`config.mk`:
```
export PLATFORM = sky130hd
export DESIGN_NAME = mvfsm_engine
export DESIGN_NICKNAME = d
export VERILOG_FILES = /design/src/rtl/mvfsm_pkg.sv /design/src/rtl/mvfsm_table.sv /design/src/rtl/mvfsm_guard.sv /design/src/rtl/mvfsm_seq.sv /design/src/rtl/mvfsm_engine.sv
export SDC_FILE = /design/constraint.sdc
export NUM_CORES = 2
export LEC_CHECK = 0
export ABC_AREA = 1
export BUFFER_PORTS_ARGS = -buffer_cell sky130_fd_sc_hd__buf_4
export CELL_PAD_IN_SITES_DETAIL_PLACEMENT = 1
export CELL_PAD_IN_SITES_GLOBAL_PLACEMENT = 2
export CORE_UTILIZATION = 30
export CTS_BUF_LIST = sky130_fd_sc_hd__clkbuf_16
export DETAILED_ROUTE_END_ITERATION = 12
export GPL_TIMING_DRIVEN = 0
export HOLD_SLACK_MARGIN = 0.1
export PLACE_DENSITY = 0.61
export SLEW_MARGIN = 30
export SYNTH_ARGS = -nofsm -noshare
export SYNTH_HDL_FRONTEND = slang
export SYNTH_SLANG_ARGS = --single-unit
```
`constraint.sdc`:
```
create_clock -name clk -period 2.63 [get_ports clk]
set_clock_uncertainty 0.2 [all_clocks]
set_input_delay 0.526 -clock clk [delete_from_list [all_inputs] [get_ports clk]]
set_output_delay 0.526 -clock clk [all_outputs]
set_load 0.02 [all_outputs]
```
`src/rtl/mvfsm_pkg.sv`:
```
package mvfsm_pkg;

  typedef enum logic [2:0] {
    CTL_IDLE  = 3'd0,
    CTL_EVAL  = 3'd1,
    CTL_EXIT  = 3'd2,
    CTL_TRANS = 3'd3,
    CTL_ENTRY = 3'd4
  } ctl_e;

  function automatic int idx_bits(input int n);
    return (n > 1) ? $clog2(n) : 1;
  endfunction

endpackage

```
`src/rtl/mvfsm_table.sv`:
```
module mvfsm_table #(
  parameter int N_STATES = 8,
  parameter int N_TRANS  = 4,
  parameter int N_TERMS  = 4,
  parameter int VI_W     = 13,
  parameter int ST_W     = 3,
  parameter int TR_W     = 2,
  parameter int TM_W     = 2
) (
  input  logic                          clk,
  input  logic                          wr_en,
  input  logic                          wr_hdr,
  input  logic [ST_W+TR_W+TM_W-1:0]     wr_addr,
  input  logic [VI_W-1:0]               wr_data,
  input  logic [ST_W-1:0]               rd_state,
  output logic [N_TRANS*N_TERMS*VI_W-1:0] masks,
  output logic [N_TRANS-1:0]            hdr_valid,
  output logic [N_TRANS*ST_W-1:0]       hdr_dst
);

  localparam int AW = ST_W + TR_W + TM_W;

  logic [ST_W-1:0] wr_state;
  logic [TR_W-1:0] wr_trans;
  logic [TM_W-1:0] wr_term;

  assign wr_state = wr_addr[AW-1 -: ST_W];
  assign wr_trans = wr_addr[TM_W +: TR_W];
  assign wr_term  = wr_addr[TM_W-1:0];

  for (genvar t = 0; t < N_TRANS; t++) begin : g_tr
    logic [ST_W:0] hdr_mem [N_STATES];
    logic [ST_W:0] hdr_rd;

    always_ff @(posedge clk) begin
      if (wr_en && wr_hdr && (wr_trans == TR_W'(t)))
        hdr_mem[wr_state] <= wr_data[ST_W:0];
      hdr_rd <= hdr_mem[rd_state];
    end

    assign hdr_valid[t]             = hdr_rd[ST_W];
    assign hdr_dst[t*ST_W +: ST_W]  = hdr_rd[ST_W-1:0];

    for (genvar k = 0; k < N_TERMS; k++) begin : g_tm
      logic [VI_W-1:0] term_mem [N_STATES];
      logic [VI_W-1:0] term_rd;

      always_ff @(posedge clk) begin
        if (wr_en && !wr_hdr && (wr_trans == TR_W'(t)) && (wr_term == TM_W'(k)))
          term_mem[wr_state] <= wr_data;
        term_rd <= term_mem[rd_state];
      end

      assign masks[(t*N_TERMS+k)*VI_W +: VI_W] = term_rd;
    end
  end

endmodule

```
`src/rtl/mvfsm_guard.sv`:
```
module mvfsm_guard #(
  parameter int N_TRANS = 4,
  parameter int N_TERMS = 4,
  parameter int VI_W    = 13,
  parameter int ST_W    = 3,
  parameter int TR_W    = 2
) (
  input  logic [VI_W-1:0]                 vi,
  input  logic [N_TRANS*N_TERMS*VI_W-1:0] masks,
  input  logic [N_TRANS-1:0]              hdr_valid,
  input  logic [N_TRANS*ST_W-1:0]         hdr_dst,
  output logic                            hit,
  output logic [TR_W-1:0]                 idx,
  output logic [ST_W-1:0]                 dst
);

  logic [N_TRANS-1:0] tr_ok;

  for (genvar t = 0; t < N_TRANS; t++) begin : g_tr
    logic [N_TERMS-1:0] term_ok;
    for (genvar k = 0; k < N_TERMS; k++) begin : g_tm
      logic [VI_W-1:0] m;
      assign m          = masks[(t*N_TERMS+k)*VI_W +: VI_W];
      assign term_ok[k] = (|m) && ((m & ~vi) == '0);
    end
    assign tr_ok[t] = hdr_valid[t] && (|term_ok);
  end

  always_comb begin
    hit = 1'b0;
    idx = '0;
    dst = '0;
    for (int t = N_TRANS-1; t >= 0; t--) begin
      if (tr_ok[t]) begin
        hit = 1'b1;
        idx = TR_W'(t);
        dst = hdr_dst[t*ST_W +: ST_W];
      end
    end
  end

endmodule

```
`src/rtl/mvfsm_seq.sv`:
```
module mvfsm_seq
  import mvfsm_pkg::*;
#(
  parameter int VI_W = 13,
  parameter int ST_W = 3,
  parameter int TR_W = 2
) (
  input  logic            clk,
  input  logic            rst,
  input  logic            in_valid,
  input  logic [VI_W-1:0] vi_in,
  input  logic            hit,
  input  logic [TR_W-1:0] hit_idx,
  input  logic [ST_W-1:0] hit_dst,
  output logic [VI_W-1:0] vi_q,
  output logic [ST_W-1:0] cur,
  output logic            busy,
  output logic            s_input,
  output logic            s_exit,
  output logic            s_trans,
  output logic            s_entry,
  output logic [ST_W-1:0] a_from,
  output logic [ST_W-1:0] a_to,
  output logic [TR_W-1:0] a_idx
);

  ctl_e ctl;

  always_ff @(posedge clk) begin
    if (rst) begin
      ctl     <= CTL_IDLE;
      busy    <= 1'b0;
      vi_q    <= '0;
      cur     <= '0;
      s_input <= 1'b0;
      s_exit  <= 1'b0;
      s_trans <= 1'b0;
      s_entry <= 1'b0;
      a_from  <= '0;
      a_to    <= '0;
      a_idx   <= '0;
    end else begin
      s_input <= 1'b0;
      s_exit  <= 1'b0;
      s_trans <= 1'b0;
      s_entry <= 1'b0;
      case (ctl)
        CTL_IDLE: begin
          if (in_valid) begin
            vi_q <= vi_in;
            ctl  <= CTL_EVAL;
            busy <= 1'b1;
          end
        end
        CTL_EVAL: begin
          s_input <= 1'b1;
          a_from  <= cur;
          a_to    <= hit ? hit_dst : cur;
          a_idx   <= hit ? hit_idx : '0;
          busy    <= hit;
          ctl     <= hit ? CTL_EXIT : CTL_IDLE;
        end
        CTL_EXIT: begin
          s_exit <= 1'b1;
          ctl    <= CTL_TRANS;
        end
        CTL_TRANS: begin
          s_trans <= 1'b1;
          ctl     <= CTL_ENTRY;
        end
        CTL_ENTRY: begin
          s_entry <= 1'b1;
          cur     <= a_to;
          busy    <= 1'b0;
          ctl     <= CTL_IDLE;
        end
        default: begin
          ctl  <= CTL_IDLE;
          busy <= 1'b0;
        end
      endcase
    end
  end

endmodule

```
`src/rtl/mvfsm_engine.sv`:
```
module mvfsm_engine
  import mvfsm_pkg::*;
#(
  parameter int N_STATES = 8,
  parameter int N_TRANS  = 4,
  parameter int N_TERMS  = 4,
  parameter int N_GRP    = 3,
  parameter int GRP_W    = 4,
  localparam int ST_W    = idx_bits(N_STATES),
  localparam int TR_W    = idx_bits(N_TRANS),
  localparam int TM_W    = idx_bits(N_TERMS),
  localparam int IN_W    = N_GRP * GRP_W,
  localparam int VI_W    = IN_W + 1,
  localparam int AW      = ST_W + TR_W + TM_W
) (
  input  logic            clk,
  input  logic            rst,
  input  logic            cfg_we,
  input  logic            cfg_hdr,
  input  logic [AW-1:0]   cfg_addr,
  input  logic [VI_W-1:0] cfg_data,
  input  logic            in_valid,
  input  logic [IN_W-1:0] in_codes,
  output logic            busy,
  output logic [ST_W-1:0] cur_state,
  output logic            stb_input,
  output logic            stb_exit,
  output logic            stb_trans,
  output logic            stb_entry,
  output logic [ST_W-1:0] act_from,
  output logic [ST_W-1:0] act_to,
  output logic [TR_W-1:0] act_idx
);

  logic                            wr_go;
  logic [VI_W-1:0]                 vi_now;
  logic [VI_W-1:0]                 vi_held;
  logic [N_TRANS*N_TERMS*VI_W-1:0] masks;
  logic [N_TRANS-1:0]              hdr_valid;
  logic [N_TRANS*ST_W-1:0]         hdr_dst;
  logic                            g_hit;
  logic [TR_W-1:0]                 g_idx;
  logic [ST_W-1:0]                 g_dst;

  assign wr_go  = cfg_we & rst;
  assign vi_now = {in_codes, 1'b1};

  mvfsm_table #(
    .N_STATES(N_STATES), .N_TRANS(N_TRANS), .N_TERMS(N_TERMS),
    .VI_W(VI_W), .ST_W(ST_W), .TR_W(TR_W), .TM_W(TM_W)
  ) u_table (
    .clk      (clk),
    .wr_en    (wr_go),
    .wr_hdr   (cfg_hdr),
    .wr_addr  (cfg_addr),
    .wr_data  (cfg_data),
    .rd_state (cur_state),
    .masks    (masks),
    .hdr_valid(hdr_valid),
    .hdr_dst  (hdr_dst)
  );

  mvfsm_guard #(
    .N_TRANS(N_TRANS), .N_TERMS(N_TERMS), .VI_W(VI_W), .ST_W(ST_W), .TR_W(TR_W)
  ) u_guard (
    .vi       (vi_held),
    .masks    (masks),
    .hdr_valid(hdr_valid),
    .hdr_dst  (hdr_dst),
    .hit      (g_hit),
    .idx      (g_idx),
    .dst      (g_dst)
  );

  mvfsm_seq #(
    .VI_W(VI_W), .ST_W(ST_W), .TR_W(TR_W)
  ) u_seq (
    .clk     (clk),
    .rst     (rst),
    .in_valid(in_valid),
    .vi_in   (vi_now),
    .hit     (g_hit),
    .hit_idx (g_idx),
    .hit_dst (g_dst),
    .vi_q    (vi_held),
    .cur     (cur_state),
    .busy    (busy),
    .s_input (stb_input),
    .s_exit  (stb_exit),
    .s_trans (stb_trans),
    .s_entry (stb_entry),
    .a_from  (act_from),
    .a_to    (act_to),
    .a_idx   (act_idx)
  );

endmodule

```
# ---- Yosys cells after proc, flatten, opt, wreduce, memory -nomap -nowiden
# Memory sizes are Yosys's and may differ from the RTL's. A register that Yosys moved wholly into a read port is not among the register bits.
# Cells that the tools add are included.
dict set report totals {
  ff_bits 32
  latchBits 0
  ramBits 1792
  rom_bits 0
  inputBits 37
  elab_cells 213
  mem_count 20
}
# memory words word_bits read_ports rd_clocked_by_memory_dff wr line_no
set memory_table {}
lappend memory_table {{u_table.g_tr[0].g_tm[0].term_mem} 8 13 1 1 1 mvfsm_table.sv:45} ;# logic [VI_W-1:0] term_mem [N_STATES];
lappend memory_table {{u_table.g_tr[0].g_tm[1].term_mem} 8 13 1 1 1 mvfsm_table.sv:45}
lappend memory_table {{u_table.g_tr[0].g_tm[2].term_mem} 8 13 1 1 1 mvfsm_table.sv:45}
lappend memory_table {{u_table.g_tr[0].g_tm[3].term_mem} 8 13 1 1 1 mvfsm_table.sv:45}
lappend memory_table {{u_table.g_tr[1].g_tm[0].term_mem} 8 13 1 1 1 mvfsm_table.sv:45}
lappend memory_table {{u_table.g_tr[1].g_tm[1].term_mem} 8 13 1 1 1 mvfsm_table.sv:45}
lappend memory_table {{+14 memories} - - - - - -}
dict set report classes {
  add_sub_neg 0
  mul 0
  div_mod_pow 0
  order_cmp 0
  eq_ne 11
  shift 0
  muxes 63
  bitwise_logic 19
  reduce_logical 89
}
# operator count
set ops {}
lappend ops {{$and 13x13->13} 16}
lappend ops {{$logic_not 13->1} 16}
lappend ops {{$reduce_or 13->1} 16}
lappend ops {{$mux 1} 49}
lappend ops {{$logic_and 1x1->1} 46}
lappend ops {{$mux 3} 6}
lappend ops {{$reduce_or 4->1} 4}
lappend ops {{$not 13->13} 1}
lappend ops {{$mux 2} 6}
lappend ops {{$pmux 3 s4} 1}
lappend ops {{$eq 2x2->1 const B} 4}
lappend ops {{$eq 3x2->1 const B} 2}
lappend ops {{$eq 2x1->1 const B} 2}
lappend ops {{$logic_not 2->1} 2}
lappend ops {{$reduce_and 2->1} 2}
lappend ops {{$eq 3x1->1 const B} 1}
lappend ops {{$eq 3x3->1 const B} 1}
lappend ops {{$logic_not 3->1} 1}
lappend ops {{$pmux 1 s3} 1}
lappend ops {{$ne 2x2->1 const B} 1}
lappend ops {{$reduce_or 2->1} 1}
lappend ops {{$and 1x1->1} 1}
lappend ops {{$logic_not 1->1} 1}
lappend ops {{$not 1->1} 1}

# ---- Logic depth before layout (Yosys ltp)
dict set report depth {
  word_depth 12
  depth_mapped 19
}

# ---- Cells and area by module
# Synthesis repeated with hierarchy kept, for this count alone.
dict set report unflattened {
  cells_unflattened 8926
  area_unflattened_um2 86835.8
}
# module n_inst cells_each area_each_um2 seq_area_each_um2
set by_module_without_submodules {}
lappend by_module_without_submodules {mvfsm_table 1 8190 83113.5 58295.9}
lappend by_module_without_submodules {mvfsm_guard 1 584 2531.2 0.0}
lappend by_module_without_submodules {mvfsm_seq 1 149 1179.9 640.6}
lappend by_module_without_submodules {mvfsm_engine 1 3 11.3 0.0}

# ---- Worst setup path before layout
# No wires, ideal clock.
dict set report synth_timing {
  path_kind {input-to-reg}
  start {input rst}
  end {memory u_table.g_tr[0].g_tm[0].term_mem[0][0] (enable)}
  t_arrival_ns 2.011
  required_ns 2.048
  path_slack_ns 0.037
  cell_stages 5
  n_path_buf 1
  cell_sequence {clkbuf_1 -> nand3_1 -> nor3_1 -> nand2_1 -> nor2_1}
}
dict set report synth_between {
  elab_chain_cells 6
}
# element line_no
set synth_rtl {}
lappend synth_rtl {{start: declaration} mvfsm_engine.sv:17} ;# input logic rst,
lappend synth_rtl {{$and 1x1->1} mvfsm_engine.sv:45} ;# assign wr_go = cfg_we & rst;
lappend synth_rtl {{$logic_and 1x1->1 (3 in a row)} mvfsm_table.sv:49} ;# if (wr_en && !wr_hdr && (wr_trans == TR_W'(t)) && (wr_term == TM_W'(k)))
lappend synth_rtl {{$mux 1} mvfsm_table.sv:49}
lappend synth_rtl {{$mux 1 (not written as such)} mvfsm_table.sv:50} ;# term_mem[wr_state] <= wr_data;
lappend synth_rtl {{end: declaration} mvfsm_table.sv:45}
# No other way between the ends.

# ---- Worst setup path in the final report
dict set report layout_timing {
  start {input cfg_addr[1]}
  end {memory u_table.g_tr[1].g_tm[0].term_mem[7][7] (enable)}
}
dict set report layout_between {
  elab_chain_cells 4
}
# element line_no
set layout_rtl {}
lappend layout_rtl {{start: declaration} mvfsm_engine.sv:20} ;# input logic [AW-1:0] cfg_addr,
lappend layout_rtl {{$logic_not 2->1} mvfsm_table.sv:49}
lappend layout_rtl {{$logic_and 1x1->1} mvfsm_table.sv:49}
lappend layout_rtl {{$mux 1} mvfsm_table.sv:49}
lappend layout_rtl {{$mux 1 (not written as such)} mvfsm_table.sv:50}
lappend layout_rtl {{end: declaration} mvfsm_table.sv:45}
# No other way between the ends.

==> metrics.txt <==
status=finished, violations left; failing checks=setup timing; reg-to-reg slack, setup=-40 ps; # DRC=0; Final Hold Vio Count=0; CTS tree=yes; multi-input logic area=17,600 sq um; CTS Sinks=2,048; sequential share of the synthesized area=about three quarters; IO Port Bufs=51; HP Start=cfg_addr[2]; DRT Pass-1 Iters=5; syn nets=6,313; CTS Buffer Depth=3; Setup CP Type=input pin to flip-flop; type of origin of the critical path=input pin; Placer Congestion=about 0.84; Slew Limit Fails=0; Leakage=approximately 31 nW; period utilization=103%; crit path DAT=3090 ps; Hold Slack=254 ps; Layout Nets=6,714; Initial Util=30.2%; final critical-path required period=approximately 2700 ps; root buffer cell=clkbuf_16; Routed Antenna Nets=0; area share of the largest cell type after synthesis=69.5%; Seq. cell area=58,900 sq um; htree depth=4; max_cap viols=0; Critical Path Fanout Max=10; syn avg cell area=12.3 sq um; Yosys cell types=33; largest net degree at the start of global routing=129; overall die area=260,000 sq um; Synth warnings=0; vias in the first global route=roughly 53,000; Design Power=67.6 mW; Reg-to-Reg Start=u_seq.ctl[0]; CP Cell Sequence=buf_4 > nor2_1 > nand2_1 > nor2_2 > buf_6; Hold EP=u_table.g_tr[1].hdr_mem[2][0]; via/cell ratio=5.03; PwrDens=728 nW/um^2; Core Area=~260,000 sq um; clk_lat worst skew=890 ps; CTS Buf Count=222; Max rail drop VDD=a little under 0.6 mV; achievable clock frequency=around 370 MHz; total I/O pin count=53; # setup viols final=60; final core utilization=36.2%; DR WL/cell=27.5 um; DIE WIDTH=510 um; worst endpoint required time=3010 ps; Yosys reg bits=2,048; slowest stage cell, crit path=nor2_1; Via Count=51,638; dpl hpwl=around 180,000 um; Critical Path End Type=flip-flop; initial antenna violation count=27; drt total wl=283,000 um; synthesized instance count=6,276; hold path depth=3; HP Class=input pin to flip-flop; Synth area leaders=edfxtp_1 69%, nor2_1 9.3%, dfxtp_1 6.6%, o21ai_0 5.9%, a31oi_1 1.8%; first-pass GRT wire length=396,000 um; layout cell share with drive strength beyond 1=a little over an eighth; design area=92,900 sq um; gr ovfl total=0; FF-to-FF End=u_seq.a_to[0]; post-synth top area cell=edfxtp_1; row count=186; R2R depth=8; Total GRT Usage=between 20% and 30%; unrepaired setup endpoints after global routing=yes; Die Y=slightly above 500 um; Worst-Margin Slew=1150 ps; Netlist Area Pre-Place=77,500 sq um; slew margin rel.=23.2%; Final WS setup=-81.4 ps; Worst-path clk slew=60 ps; Fillers=27,149; Placed Area=84,000 sq um; DR iter-0 viols=approximately 4,500; Area Overhead vs Synth=19.9%; largest stage delay on the critical path=880 ps
==> critical path: cells and delay by family <==
kind                   cells  cell delay, ps
buffers and inverters      2             400
AND/OR/NAND/NOR            3            2130
==> cell usage after synthesis, drive strengths merged <==
cell type  instances
a211oi             1
a31oi            225
inv               79
o211ai             1
nand3             39
o22ai            224
nand3b             2
a21boi             1
nor2            1926
nand4             23
and3               1
buf              106
a21oi             27
clkbuf           275
o21ai            919
nor3              18
edfxtp          1792
clkinv             2
dfxtp            256
or2                5
nand2            354
==> per-layer routing <==
metal | GRT usage [%] | share of wire (%)
met1 | 29.0 | 45
met2 | 36.1 | 48
met4 | 6.43 | 2.8
met5 | 0 | 0.0046
met3 | 2.85 | 4.4
==> cell usage in the layout (no fill, tap or decap), drive strengths merged <==
cell type,instances
a211oi,1
a21boi,1
a21oi,27
a31oi,225
and3,1
buf,251
bufinv,16
clkbuf,504
clkinv,103
clkinvlp,7
dfxtp,256
diode,9
dlygate4sd3,29
edfxtp,1792
inv,151
nand2,354
nand3,39
nand3b,2
nand4,23
nor2,1926
nor3,18
o211ai,1
o21ai,919
o22ai,224
or2,5
==> repair_timing <==
item / 4_1_cts / 5_1_grt
cloned: 0 / 1
resized for setup: 292 / 160
hold buffers: 28 / 1
pin swaps: 8 / 22
hold endpoints to repair: 916 / 1
buffers inserted: 9 / 11
setup endpoints to repair: 1883 / 559
==> how the worst max path moves through the flow <==
stage | startpoint | to | slack, ps
after global placement | rst | u_table.g_tr[3].g_tm[1].term_mem[4][1] | -2720
after detailed placement | rst | u_table.g_tr[0].g_tm[3].term_mem[3][0] | -2030
final | cfg_addr[1] | u_table.g_tr[1].g_tm[0].term_mem[7][7] | -80
after CTS | u_seq.ctl[0] | u_seq.a_to[0] | -250
after floorplan | rst | u_table.g_tr[0].g_tm[0].term_mem[0][0] | 40
after global routing | u_seq.ctl[0] | u_seq.a_to[0] | -120
==> sequential cells by signal, summed over array words and instances (netlist names) <==
register	count
u_table.g_tr.hdr_mem	128
u_seq.a_to	3
u_table.g_tr.g_tm.term_mem	1664
u_seq.a_from	3
u_seq.cur	3
u_seq.s_entry	1
u_seq.ctl	3
u_seq.s_input	1
u_seq.s_exit	1
u_seq.a_idx	2
u_seq.vi_q	13
u_table.g_tr.g_tm.term_rd	208
u_seq.s_trans	1
u_table.g_tr.hdr_rd	16
u_seq.busy	1
==> layout make-up <==
type	count	area share [%]
Sequential cell	2048	63.5
Antenna cell	9	0.0242
Buffer	377	2.37
Inverter	81	0.427
Clock inverter	196	1.53
Timing Repair Buffer	181	2.58
Multi-Input combinational cell	3766	19.0
Clock buffer	226	6.09
Tap cell	3384	4.56
==> kinds of logic (layout without fill, tap and decap cells) <==
group                  after synthesis  count (layout)  synth area share (%)
AOI/OAI and AO/OA                 1398            1398                  9.77
buffers and inverters              462            1061                  2.40
and+or+nand+nor                   2368            2368                  11.7
other                                0               9                     0
DFF                               2048            2048                  76.1
==> power by group <==
group | switching [mW] | internal (mW)
Clock | 13.5 | 17.0
Combinational | 1.35 | 0.331
Sequential | 0.0547 | 35.4
==> metrics by stage <==
step	setup WS (ps)	cells	setup TNS [ps]
2_1_floorplan	36.6	6276	0
3_5_place_dp	-2030	9791	-2732430
5_1_grt	-123	10266	-1220
3_3_place_gp	-2720	9711	-3840810
4_1_cts	-255	10250	-2000
6_report	-81.4	10268	-2050
Power figures use the tool's default switching activity.
